## src/rtl/mbd_pkg.sv

```systemverilog
package mbd_pkg;
  localparam int ADDR_W    = 26;
  localparam int PAGE_LSB  = 16;
  localparam int PTR_W     = ADDR_W - PAGE_LSB;
  localparam int N_ROM     = 6;
  localparam int N_DRAM    = 4;
  localparam int N_IO      = 4;
  localparam int IO_SEL_W  = $clog2(N_IO);
  localparam int DATA_W    = 32;
  localparam int REG_AW    = 4;
  localparam int N_WFIELD  = (N_ROM - 1) + N_DRAM + N_IO;
  localparam int WID_BITS  = 2 * N_WFIELD;
  localparam int N_REGION  = 2 + N_ROM + N_DRAM + N_IO;
  // register indices
  localparam int REG_SYS   = 0;
  localparam int REG_WID   = 1;
  localparam int REG_ROM0  = 2;
  localparam int REG_DRAM0 = REG_ROM0 + N_ROM;
  localparam int REG_IO    = REG_DRAM0 + N_DRAM;
  // field positions inside the system register
  localparam int SRAM_EN_BIT = PTR_W;
  localparam int SFR_V_BIT   = PAGE_LSB + PTR_W;
  // region bit positions in the priority vector (lowest index wins)
  localparam int RG_SFR  = 0;
  localparam int RG_SRAM = 1;
  localparam int RG_ROM  = 2;
  localparam int RG_DRAM = RG_ROM + N_ROM;
  localparam int RG_IO   = RG_DRAM + N_DRAM;

  typedef enum logic [1:0] {W_OFF = 2'b00, W_8 = 2'b01, W_16 = 2'b10, W_32 = 2'b11} width_e;

  typedef struct packed {
    logic [PTR_W-1:0] nxt;
    logic [PTR_W-1:0] base;
  } win_t;
endpackage

```

## src/rtl/mbd_cfg_regs.sv

```systemverilog
module mbd_cfg_regs
  import mbd_pkg::*;
(
  input  logic                   clk,
  input  logic                   rst_n,
  input  logic [1:0]             strap_w,
  input  logic                   we,
  input  logic [REG_AW-1:0]      idx,
  input  logic [DATA_W-1:0]      wdata,
  output logic [PTR_W-1:0]       sram_base,
  output logic                   sram_en,
  output logic [PTR_W-1:0]       sfr_base,
  output logic                   sfr_valid,
  output win_t [N_ROM-1:0]       rom_win,
  output win_t [N_DRAM-1:0]      dram_win,
  output logic [PTR_W-1:0]       io_base,
  output logic [N_ROM-1:0][1:0]  rom_w,
  output logic [N_DRAM-1:0][1:0] dram_w,
  output logic [N_IO-1:0][1:0]   io_w
);
  logic [PTR_W-1:0]    sram_base_q, sram_base_d, sfr_base_q, sfr_base_d, io_base_q, io_base_d;
  logic                sram_en_q, sram_en_d, sfr_valid_q, sfr_valid_d;
  win_t [N_ROM-1:0]    rom_q, rom_d;
  win_t [N_DRAM-1:0]   dram_q, dram_d;
  logic [WID_BITS-1:0] wid_q, wid_d;
  logic [1:0]          strap_q, strap_d;
  logic                strap_done_q, strap_en;
  logic                unused_wdata;

  assign unused_wdata = ^wdata[DATA_W-1:SFR_V_BIT+1];
  assign strap_en     = !strap_done_q;

  // next-state logic
  always_comb begin
    sram_base_d = sram_base_q;
    sram_en_d   = sram_en_q;
    sfr_base_d  = sfr_base_q;
    sfr_valid_d = sfr_valid_q;
    io_base_d   = io_base_q;
    wid_d       = wid_q;
    rom_d       = rom_q;
    dram_d      = dram_q;
    strap_d     = strap_en ? strap_w : strap_q;
    if (we) begin
      if (idx == REG_AW'(REG_SYS)) begin
        sram_base_d = wdata[PTR_W-1:0];
        sram_en_d   = wdata[SRAM_EN_BIT];
        sfr_base_d  = wdata[PAGE_LSB +: PTR_W];
        sfr_valid_d = wdata[SFR_V_BIT];
      end
      if (idx == REG_AW'(REG_WID)) wid_d = wdata[WID_BITS-1:0];
      if (idx == REG_AW'(REG_IO))  io_base_d = wdata[PTR_W-1:0];
      for (int i = 0; i < N_ROM; i++) begin
        if (idx == REG_AW'(REG_ROM0 + i)) begin
          rom_d[i].base = wdata[PTR_W-1:0];
          rom_d[i].nxt  = wdata[PAGE_LSB +: PTR_W];
        end
      end
      for (int j = 0; j < N_DRAM; j++) begin
        if (idx == REG_AW'(REG_DRAM0 + j)) begin
          dram_d[j].base = wdata[PTR_W-1:0];
          dram_d[j].nxt  = wdata[PAGE_LSB +: PTR_W];
        end
      end
    end
  end

  // registers
  always_ff @(posedge clk or negedge rst_n) begin
    if (!rst_n) begin
      sram_base_q  <= '0;
      sram_en_q    <= 1'b0;
      sfr_base_q   <= '0;
      sfr_valid_q  <= 1'b0;
      io_base_q    <= '0;
      wid_q        <= '0;
      rom_q        <= '0;
      dram_q       <= '0;
      strap_q      <= 2'b00;
      strap_done_q <= 1'b0;
    end else begin
      sram_base_q  <= sram_base_d;
      sram_en_q    <= sram_en_d;
      sfr_base_q   <= sfr_base_d;
      sfr_valid_q  <= sfr_valid_d;
      io_base_q    <= io_base_d;
      wid_q        <= wid_d;
      rom_q        <= rom_d;
      dram_q       <= dram_d;
      strap_q      <= strap_d;
      strap_done_q <= 1'b1;
    end
  end

  assign sram_base = sram_base_q;
  assign sram_en   = sram_en_q;
  assign sfr_base  = sfr_base_q;
  assign sfr_valid = sfr_valid_q;
  assign io_base   = io_base_q;
  assign rom_win   = rom_q;
  assign dram_win  = dram_q;
  assign rom_w[0]  = strap_q;

  for (genvar i = 1; i < N_ROM; i++) begin : g_romw
    assign rom_w[i] = wid_q[2*(i-1) +: 2];
  end
  for (genvar j = 0; j < N_DRAM; j++) begin : g_dramw
    assign dram_w[j] = wid_q[2*(N_ROM-1+j) +: 2];
  end
  for (genvar k = 0; k < N_IO; k++) begin : g_iow
    assign io_w[k] = wid_q[2*(N_ROM-1+N_DRAM+k) +: 2];
  end

  // once captured, the boot bank width never moves
  p_strap_hold_r6: assert property (@(posedge clk) disable iff (!rst_n)
    (strap_done_q && $past(strap_done_q)) |-> $stable(strap_q));
endmodule

```

## src/rtl/mbd_win_cmp.sv

```systemverilog
module mbd_win_cmp
  import mbd_pkg::*;
(
  input  logic [PTR_W-1:0] page,
  input  win_t             win,
  input  logic [1:0]       width,
  output logic             hit
);
  // page granular compare: base <= page < next, and the bank must be enabled
  assign hit = (width != W_OFF) && (page >= win.base) && (page < win.nxt);
endmodule

```

## src/rtl/mbd_prio_sel.sv

```systemverilog
module mbd_prio_sel
  import mbd_pkg::*;
(
  input  logic [N_REGION-1:0] raw,
  output logic [N_REGION-1:0] grant,
  output logic                miss
);
  // isolate the lowest set bit: lowest index carries highest priority
  assign grant = raw & (~raw + N_REGION'(1));
  assign miss  = ~|raw;
endmodule

```

## src/rtl/mbd_addr_decoder.sv

```systemverilog
module mbd_addr_decoder
  import mbd_pkg::*;
#(
  parameter int SRAM_LOG2 = 13
) (
  input  logic              clk,
  input  logic              rst_n,
  input  logic [1:0]        strap_rom0_w,
  input  logic              cfg_we,
  input  logic [3:0]        cfg_idx,
  input  logic [31:0]       cfg_wdata,
  input  logic [25:0]       addr,
  output logic              sel_sfr,
  output logic              sel_sram,
  output logic [5:0]        sel_rom,
  output logic [3:0]        sel_dram,
  output logic [3:0]        sel_io,
  output logic              no_hit,
  output logic [1:0]        sel_width
);
  localparam int SRAM_HI = PAGE_LSB - 1;

  logic [PTR_W-1:0]       sram_base, sfr_base, io_base, page;
  logic                   sram_en, sfr_valid;
  win_t [N_ROM-1:0]       rom_win;
  win_t [N_DRAM-1:0]      dram_win;
  logic [N_ROM-1:0][1:0]  rom_w;
  logic [N_DRAM-1:0][1:0] dram_w;
  logic [N_IO-1:0][1:0]   io_w;
  logic [N_REGION-1:0]    raw, grant;
  logic [N_REGION-1:0][1:0] region_w;
  logic [IO_SEL_W-1:0]    io_sel;

  mbd_cfg_regs u_cfg (
    .clk(clk), .rst_n(rst_n), .strap_w(strap_rom0_w),
    .we(cfg_we), .idx(cfg_idx), .wdata(cfg_wdata),
    .sram_base(sram_base), .sram_en(sram_en), .sfr_base(sfr_base), .sfr_valid(sfr_valid),
    .rom_win(rom_win), .dram_win(dram_win), .io_base(io_base),
    .rom_w(rom_w), .dram_w(dram_w), .io_w(io_w)
  );

  assign page   = addr[ADDR_W-1:PAGE_LSB];
  assign io_sel = addr[PAGE_LSB-1 -: IO_SEL_W];

  assign raw[RG_SFR]       = sfr_valid && (page == sfr_base);
  assign raw[RG_SRAM]      = sram_en && (page == sram_base) && (addr[SRAM_HI:SRAM_LOG2] == '0);
  assign region_w[RG_SFR]  = W_32;
  assign region_w[RG_SRAM] = W_32;

  for (genvar i = 0; i < N_ROM; i++) begin : g_rom
    mbd_win_cmp u_cmp (.page(page), .win(rom_win[i]), .width(rom_w[i]), .hit(raw[RG_ROM+i]));
    assign region_w[RG_ROM+i] = rom_w[i];
  end
  for (genvar j = 0; j < N_DRAM; j++) begin : g_dram
    mbd_win_cmp u_cmp (.page(page), .win(dram_win[j]), .width(dram_w[j]), .hit(raw[RG_DRAM+j]));
    assign region_w[RG_DRAM+j] = dram_w[j];
  end
  for (genvar k = 0; k < N_IO; k++) begin : g_io
    assign raw[RG_IO+k]      = (page == io_base) && (io_sel == IO_SEL_W'(k)) && (io_w[k] != W_OFF);
    assign region_w[RG_IO+k] = io_w[k];
  end

  mbd_prio_sel u_prio (.raw(raw), .grant(grant), .miss(no_hit));

  always_comb begin
    sel_width = W_OFF;
    for (int r = 0; r < N_REGION; r++) begin
      if (grant[r]) sel_width = region_w[r];
    end
  end

  assign sel_sfr  = grant[RG_SFR];
  assign sel_sram = grant[RG_SRAM];
  assign sel_rom  = grant[RG_ROM +: N_ROM];
  assign sel_dram = grant[RG_DRAM +: N_DRAM];
  assign sel_io   = grant[RG_IO +: N_IO];

  // never more than one select
  p_one_sel_r7: assert property (@(posedge clk) disable iff (!rst_n)
    $onehot0({sel_sfr, sel_sram, sel_rom, sel_dram, sel_io}));
  // miss flag agrees with the selects
  p_miss_flag_r8: assert property (@(posedge clk) disable iff (!rst_n)
    no_hit == ({sel_sfr, sel_sram, sel_rom, sel_dram, sel_io} == '0));
  // a miss reports no width
  p_miss_width_r5: assert property (@(posedge clk) disable iff (!rst_n)
    no_hit |-> (sel_width == W_OFF));
  // invalid special-register field cannot hit
  p_sfr_gate_r3: assert property (@(posedge clk) disable iff (!rst_n)
    !sfr_valid |-> !sel_sfr);
  // disabled SRAM window cannot hit
  p_sram_gate_r4: assert property (@(posedge clk) disable iff (!rst_n)
    !sram_en |-> !sel_sram);
  for (genvar i = 0; i < N_ROM; i++) begin : g_arom
    // empty window and R5: disabled bank stay quiet
    p_rom_empty_r1: assert property (@(posedge clk) disable iff (!rst_n)
      (rom_win[i].nxt <= rom_win[i].base) |-> !sel_rom[i]);
    p_rom_off_r5: assert property (@(posedge clk) disable iff (!rst_n)
      (rom_w[i] == W_OFF) |-> !sel_rom[i]);
  end
  for (genvar j = 0; j < N_DRAM; j++) begin : g_adram
    p_dram_empty_r1: assert property (@(posedge clk) disable iff (!rst_n)
      (dram_win[j].nxt <= dram_win[j].base) |-> !sel_dram[j]);
  end
  for (genvar k = 0; k < N_IO; k++) begin : g_aio
    // an I/O select needs the I/O page
    p_io_page_r2: assert property (@(posedge clk) disable iff (!rst_n)
      sel_io[k] |-> ((page == io_base) && (io_w[k] != W_OFF)));
  end
endmodule

```

## config.mk

```make
export PLATFORM = sky130hd
export DESIGN_NAME = mbd_addr_decoder
export DESIGN_NICKNAME = d
export VERILOG_FILES = /design/src/rtl/mbd_pkg.sv /design/src/rtl/mbd_cfg_regs.sv /design/src/rtl/mbd_win_cmp.sv /design/src/rtl/mbd_prio_sel.sv /design/src/rtl/mbd_addr_decoder.sv
export SDC_FILE = /design/constraint.sdc
export NUM_CORES = 1
export LEC_CHECK = 0
export BUFFER_PORTS_ARGS = -buffer_cell sky130_fd_sc_hd__buf_4
export CAP_MARGIN = 20
export CORE_MARGIN = 3
export CORE_UTILIZATION = 48
export CTS_BUF_LIST = sky130_fd_sc_hd__clkbuf_4 sky130_fd_sc_hd__clkbuf_8
export DETAILED_ROUTE_END_ITERATION = 8
export GPL_ROUTABILITY_DRIVEN = 0
export PLACE_DENSITY_LB_ADDON = 0.1
export SLEW_MARGIN = 25
export SYNTH_ARGS = -nofsm -noshare
export SYNTH_HDL_FRONTEND = slang
export SYNTH_SLANG_ARGS = --single-unit
export TNS_END_PERCENT = 5
```

## constraint.sdc

```tcl
create_clock -name clk -period 8.73 [get_ports clk]
set_clock_uncertainty 0.1 [all_clocks]
set_input_delay 0.4365 -clock clk [delete_from_list [all_inputs] [get_ports clk]]
set_output_delay 0.4365 -clock clk [all_outputs]
set_load 0.1 [all_outputs]
```

## Word-level counts from Yosys, hierarchy flattened

Cells that the tools add are included.
Widths: inputs -> output; s select.

| cells by class | value |
|---|---|
| $add $sub $neg | 1 |
| order comparisons | 20 |
| muxes and demuxes | 16 |
| bitwise operators | 2 |
| reductions and logical operators | 63 |
| eq/ne operators | 18 |

Operators by type and width:

| operator | count |
|---|---|
| $ge 10x10->1 | 10 |
| $lt 10x10->1 | 10 |
| $mux 2 | 16 |
| $logic_and 1x1->1 | 31 |
| $eq 10x10->1 | 3 |
| $reduce_bool 2->1 | 14 |
| $reduce_and 2->1 | 13 |
| $eq 4x4->1 const B | 5 |
| $add 16x1->16 const B | 1 |
| $and 16x16->16 | 1 |
| $eq 4x3->1 const B | 4 |
| $not 16->16 | 1 |
| $reduce_or 16->1 | 1 |
| $eq 4x2->1 const B | 2 |
| $eq 2x2->1 const B | 2 |
| $eq 4x1->1 const B | 1 |
| $logic_not 4->1 | 1 |
| $logic_not 3->1 | 1 |
| $eq 2x1->1 const B | 1 |
| $logic_not 2->1 | 1 |
| $logic_not 1->1 | 1 |

| storage, ports and cells | value |
|---|---|
| output and inout bits | 19 |
| bits in registers | 261 |
| logic and storage cells | 148 |
| input port bits | 67 |

## Longest topological paths before layout

| depth | value |
|---|---|
| depth in word-level cells | 22 |
| gate-level depth with buffers | 13 |
| depth with buffers taken out | 11 |

## By module

A second synthesis with hierarchy kept.

| second synthesis, totals | value |
|---|---|
| cells, all modules | 1392 |
| area, all modules | 15541.2 µm² |

Modules (own cells, without submodules):

| module | instances | area each (µm²) | cells each | sequential area each (µm²) |
|---|---|---|---|---|
| mbd_cfg_regs | 1 | 9774.4 | 586 | 6531.3 |
| mbd_win_cmp | 10 | 484.2 | 67 | 0.0 |
| mbd_addr_decoder | 1 | 693.2 | 107 | 0.0 |
| mbd_prio_sel | 1 | 231.5 | 29 | 0.0 |

## Worst setup path after synthesis

No wires, ideal clock.

| timing path | value |
|---|---|
| path kind | input port to output port |
| start | in addr[16] |
| end | out sel_width[1] |
| arrival time | 5.418 ns |
| stages | 10 |
| data required time | 8.194 ns |
| path slack | 2.776 ns |
| path buffers | 1 |
| path through | buf_6 xnor2_1 nand4_1 nor3_1 nand2b_2 nor4_4 nor3b_1 a31oi_1 a221oi_1 o22ai_1 |

| between the ends | value |
|---|---|
| cells in the longest elaborated chain, start to end | 21 |
| elaborated cells between the ends (all ways) | 73 |
| classes of those cells | 1 x add/sub; 20 x order compare; 3 x eq/ne; 16 x mux; 2 x bitwise; 31 x reduce/logical |

RTL lines:

| item | line | RTL |
|---|---|---|
| from (decl) | mbd_addr_decoder.sv:12 | `input logic [25:0] addr,` |
| $eq 10x10->1 * | mbd_addr_decoder.sv:45 | `assign raw[RG_SFR] = sfr_valid && (page == sfr_base);` |
| $logic_and 1x1->1 * | mbd_addr_decoder.sv:45 |  |
| $not 16->16 | mbd_prio_sel.sv:9 | `assign grant = raw & (~raw + N_REGION'(1));` |
| $add 16x1->16 | mbd_prio_sel.sv:9 |  |
| $and 16x16->16 * | mbd_prio_sel.sv:9 |  |
| named net sel_sfr | mbd_addr_decoder.sv:13 | `output logic sel_sfr,` |
| $mux 2 * (16 in series) | mbd_addr_decoder.sv:68 | `if (grant[r]) sel_width = region_w[r];` |
| to (decl) | mbd_addr_decoder.sv:19 | `output logic [1:0] sel_width` |

The timed path passes the listed nets; every way through them passes the cells marked *.

## Worst setup path in the final report

| timing path | value |
|---|---|
| start | in addr[16] |
| end | out sel_io[1] |

| between the ends | value |
|---|---|
| cells in the longest elaborated chain, start to end | 6 |
| elaborated cells between the ends (all ways) | 53 |
| classes of those cells | 1 x add/sub; 20 x order compare; 3 x eq/ne; 2 x bitwise; 27 x reduce/logical |

RTL lines:

| item | line | RTL |
|---|---|---|
| $ge 10x10->1 (tied with other cells) | mbd_win_cmp.sv:10 | `assign hit = (width != W_OFF) && (page >= win.base) && (page < win.nxt);` |
| $logic_and 1x1->1, on equally long branches (2 in series) | mbd_win_cmp.sv:10, mbd_addr_decoder.sv:46, mbd_addr_decoder.sv:59 |  |
| $not 16->16 | mbd_prio_sel.sv:9 |  |
| $add 16x1->16 | mbd_prio_sel.sv:9 |  |
| $and 16x16->16 * | mbd_prio_sel.sv:9 |  |
| to (decl) | mbd_addr_decoder.sv:17 | `output logic [3:0] sel_io,` |

Mark *: on every way between the ends. The rest lies on a longest branch, timed or not.

==> reports/results.tsv <==
stage	metric	value	unit
layout	share of cells above drive strength 1	20.0	%
timing	Slew headroom	30.9	%
clocking	clk_lat worst skew	540	ps
grt	global route overflow	0	
logic_synthesis	Netlist Area Pre-Place	15100	um^2
pwr	P_sw	1.40	mW
drt	final wirelength	40400	um
timing	count of final setup violators	0	
clocking	CTS Sinks	261	
logic_synthesis	asr flop ratio synth	100	%
layout	Finished Core Util	55.1	%
critical_path	flop-to-flop setup slack	7770	ps
grt	vias in the first global route	10900	
timing	max-slew violation count	0	
drt	ANT nets after route	0	
layout	leading cell types in the layout, fill and taps excluded	dfrtp_1 (261), inv_1 (195), ha_1 (190)	
critical_path	Slowest-stage cell, CP	or3_1	
drt	via count	10800	
logic_synthesis	Unique masters post-synth	70	
die	Core Box Area	30800	um^2
critical_path	WP data required	8190	ps
pwr	Max IR drop VDD	0.000181	V
place	Port Buffers	67	
layout	nets@finish	1819	
grt	global-route usage over all layers	24.5	%
layout	area grow syn2layout	12.4	%
timing	RSZ-0062 raised after global routing	false	
clocking	Clock Root Buffer	clkbuf_8	
die	die area	33700	um^2
layout	most common cell after layout, fill and taps aside	dfrtp_1	
timing	Slew @ Worst Pin	1030	ps
grt	antenna violations before repair	1	
clocking	post_cts resized	0	
clocking	Clock Tree Buf Depth	3	
die	placement row count	64	
clocking	Post-CTS Setup Inserts	0	
flow_run	max_cap viols	0	
timing	period utilisation layout	54.4	%
logic_synthesis	leading register cell type out of synthesis	dfrtp_1	
logic_synthesis	Post-Synthesis Mean Instance Area	10.1	um^2
pwr	Net Sw Frac	34.3	%
pwr	Sequential Power Share	39.5	%
critical_path	Crit path largest cell delay	540	ps
logic_synthesis	Post-Synthesis Cells	1492	
timing	fin crit period	4750	ps
logic_synthesis	sequential share of the synthesized area	43.2	%
clocking	Reg clk slew, reported paths	50	ps
drt	drt pass-1 iters	6	
timing	Fmax	211	MHz
logic_synthesis	flops & latches, synth	261	
die	Die Width	184	um
pwr	clock share of power	28.8	%
logic_synthesis	Post-synth EDFFs	0	
drt	vias per std cell	5.44	
clocking	CTS Buf Count	48	
logic_synthesis	number of synthesis warnings	0	
timing	Fin. Hold Viols	0	
pwr	internal power	2.68	mW
drt	WL/cell	20.3	um
timing	post-route setup TNS	0	ps
critical_path	crit path kind	in2out	
critical_path	worst-path fanout max	14	
pwr	Power Density	240	nW/um^2
critical_path	CP Cell Sequence	buf_4, inv_1, ha_1, nor3b_1, o21ai_0, a211oi_1, nor3_1, nor4_4, nand3_4, or3_1, nor4_4, buf_4	
grt	first-pass GRT wire length	63000	um
logic_synthesis	Post-Syn Nets	1749	
pwr	Combinational Power Share	31.7	%
critical_path	Critical Path AT	4210	ps
drt	DR DRC count	0	
place	hpwl dp	24700	um
critical_path	Crit. End Element	output port	
critical_path	Critical Path Source Type	input pin	
grt	pin count of the biggest net entering global routing	115	
die	die height	184	um
clocking	H-Tree Depth	2	
clocking	TritonCTS clock tree	built	
die	IO Pins	86	
hold_path	Hold/Removal Path Class	in2reg	
pwr	LEAKAGE	8.18	nW
die	initial core utilization	49.1	%
status	status	finished clean	
drt	initial DRC count	680	
## synthesized netlist by cell type (12+ instances only)
cell,n,area (um^2)
a21o_1,17,128
nand4_1,12,75.1
inv_1,195,732
a21oi_1,41,205
xnor2_1,12,105
xor2_1,18,158
a211oi_1,13,97.6
o21ai_0,162,811
nor2_1,44,165
dfrtp_1,261,6530
nand2b_1,18,113
ha_1,190,2380
mux2_2,134,1510
nand2_1,149,559
nor3_1,13,65.1
clkbuf_1,54,203
nand3_1,15,75.1
## path summary, 6_finish.rpt
kind | from | to | cells after the start
max | addr[16] | sel_io[1] | 12
min | cfg_wdata[13] | u_cfg.wid_q[13]$_DFFE_PN0P_ | 2
max reg2reg | u_cfg.wid_q[15]$_DFFE_PN0P_ | u_cfg.wid_q[15]$_DFFE_PN0P_ | 1
min reg2reg | u_cfg.dram_win[10]$_DFFE_PN0P_ | u_cfg.dram_win[10]$_DFFE_PN0P_ | 1
max in group asynchronous | rst_n | u_cfg.wid_q[19]$_DFFE_PN0P_ | 3
min in group asynchronous | rst_n | u_cfg.dram_win[26]$_DFFE_PN0P_ | 2
## timing repair
| action | 4_1_cts | 5_1_grt |
|---|---|---|
| setup endpoints to repair | 0 | 0 |
| hold buffers | 4 | 0 |
| endpoints found under the hold margin | 115 | 0 |
## kinds of logic (layout without fill, tap and decap cells)
kind of cell / count (synthesis) / in the layout / share of synthesized area, %
buffers and inverters: 257 / 360 / 6.49
XOR/XNOR: 30 / 30 / 1.74
multiplexers: 139 / 139 / 10.5
other: 1 / 2 / 0.0248
flip-flops: 261 / 261 / 43.2
AO/OA/AOI/OAI: 317 / 317 / 13.0
AND/OR/NAND/NOR: 297 / 297 / 9.40
adder cells (fa/ha/maj): 190 / 190 / 15.7
## flip-flops by register name, indices dropped and copies added, names as in the netlist
| signal | flops |
|---|---|
| u_cfg.sram_base | 10 |
| u_cfg.wid_q | 26 |
| u_cfg.strap_q | 2 |
| u_cfg.sram_en | 1 |
| u_cfg.rom_win | 120 |
| u_cfg.io_base | 10 |
| u_cfg.strap_done_q | 1 |
| u_cfg.sfr_valid | 1 |
| u_cfg.dram_win | 80 |
| u_cfg.sfr_base | 10 |
## layer usage
metal / part of all wire [%] / vias to the layer above / GRT usage [%]
met5: 0 / - / 0
met3: 4.3 / 64 / 3.36
met2: 46 / 238 / 40.1
li1: - / 5298 / -
met4: 2.7 / 0 / 7.13
met1: 47 / 5244 / 34.4
## cell type report
class / instances / area [um^2]
clock buffer: 78 / 936
timing repair buffer: 82 / 648
sequential: 261 / 6530
tap: 396 / 495
antenna: 1 / 2.50
inverter: 195 / 732
clock inverter: 5 / 25.0
fill: 2740 / 13800
multi-input combinational: 974 / 7630
## metrics by stage
step | hold slack [ps] | setup slack [ps] | power (mW) | cells | area, um^2
final | 25.4 | 3980 | 4.08 | 1992 | 17000
after global routing | 2.69 | 3650 | 4.37 | 1991 | 17000
after CTS | 1.19 | 3880 | 4.13 | 1991 | 17000
after detailed placement | 387 | 3900 | 2.93 | 1904 | 16000
after global placement | 381 | 3910 | 2.89 | 1903 | 16000
after floorplan | 40.9 | 2780 | 2.57 | 1492 | 15100
## critical path, delay by kind of cell
family	cells	cell delay, ps
fa+ha+maj	1	330
compound gates	2	530
buf+inv	3	1010
simple gates	6	1860
## power by group through the flow
stage,Combinational (mW),Clock (mW),Sequential [mW]
global placement,1.26,0,1.62
floorplan,0.976,0,1.60
finish,1.30,1.18,1.61
detailed placement,1.30,0,1.63
CTS,1.31,1.21,1.61
global route,1.47,1.26,1.64
Note: power is estimated with default switching activity, not from simulation.
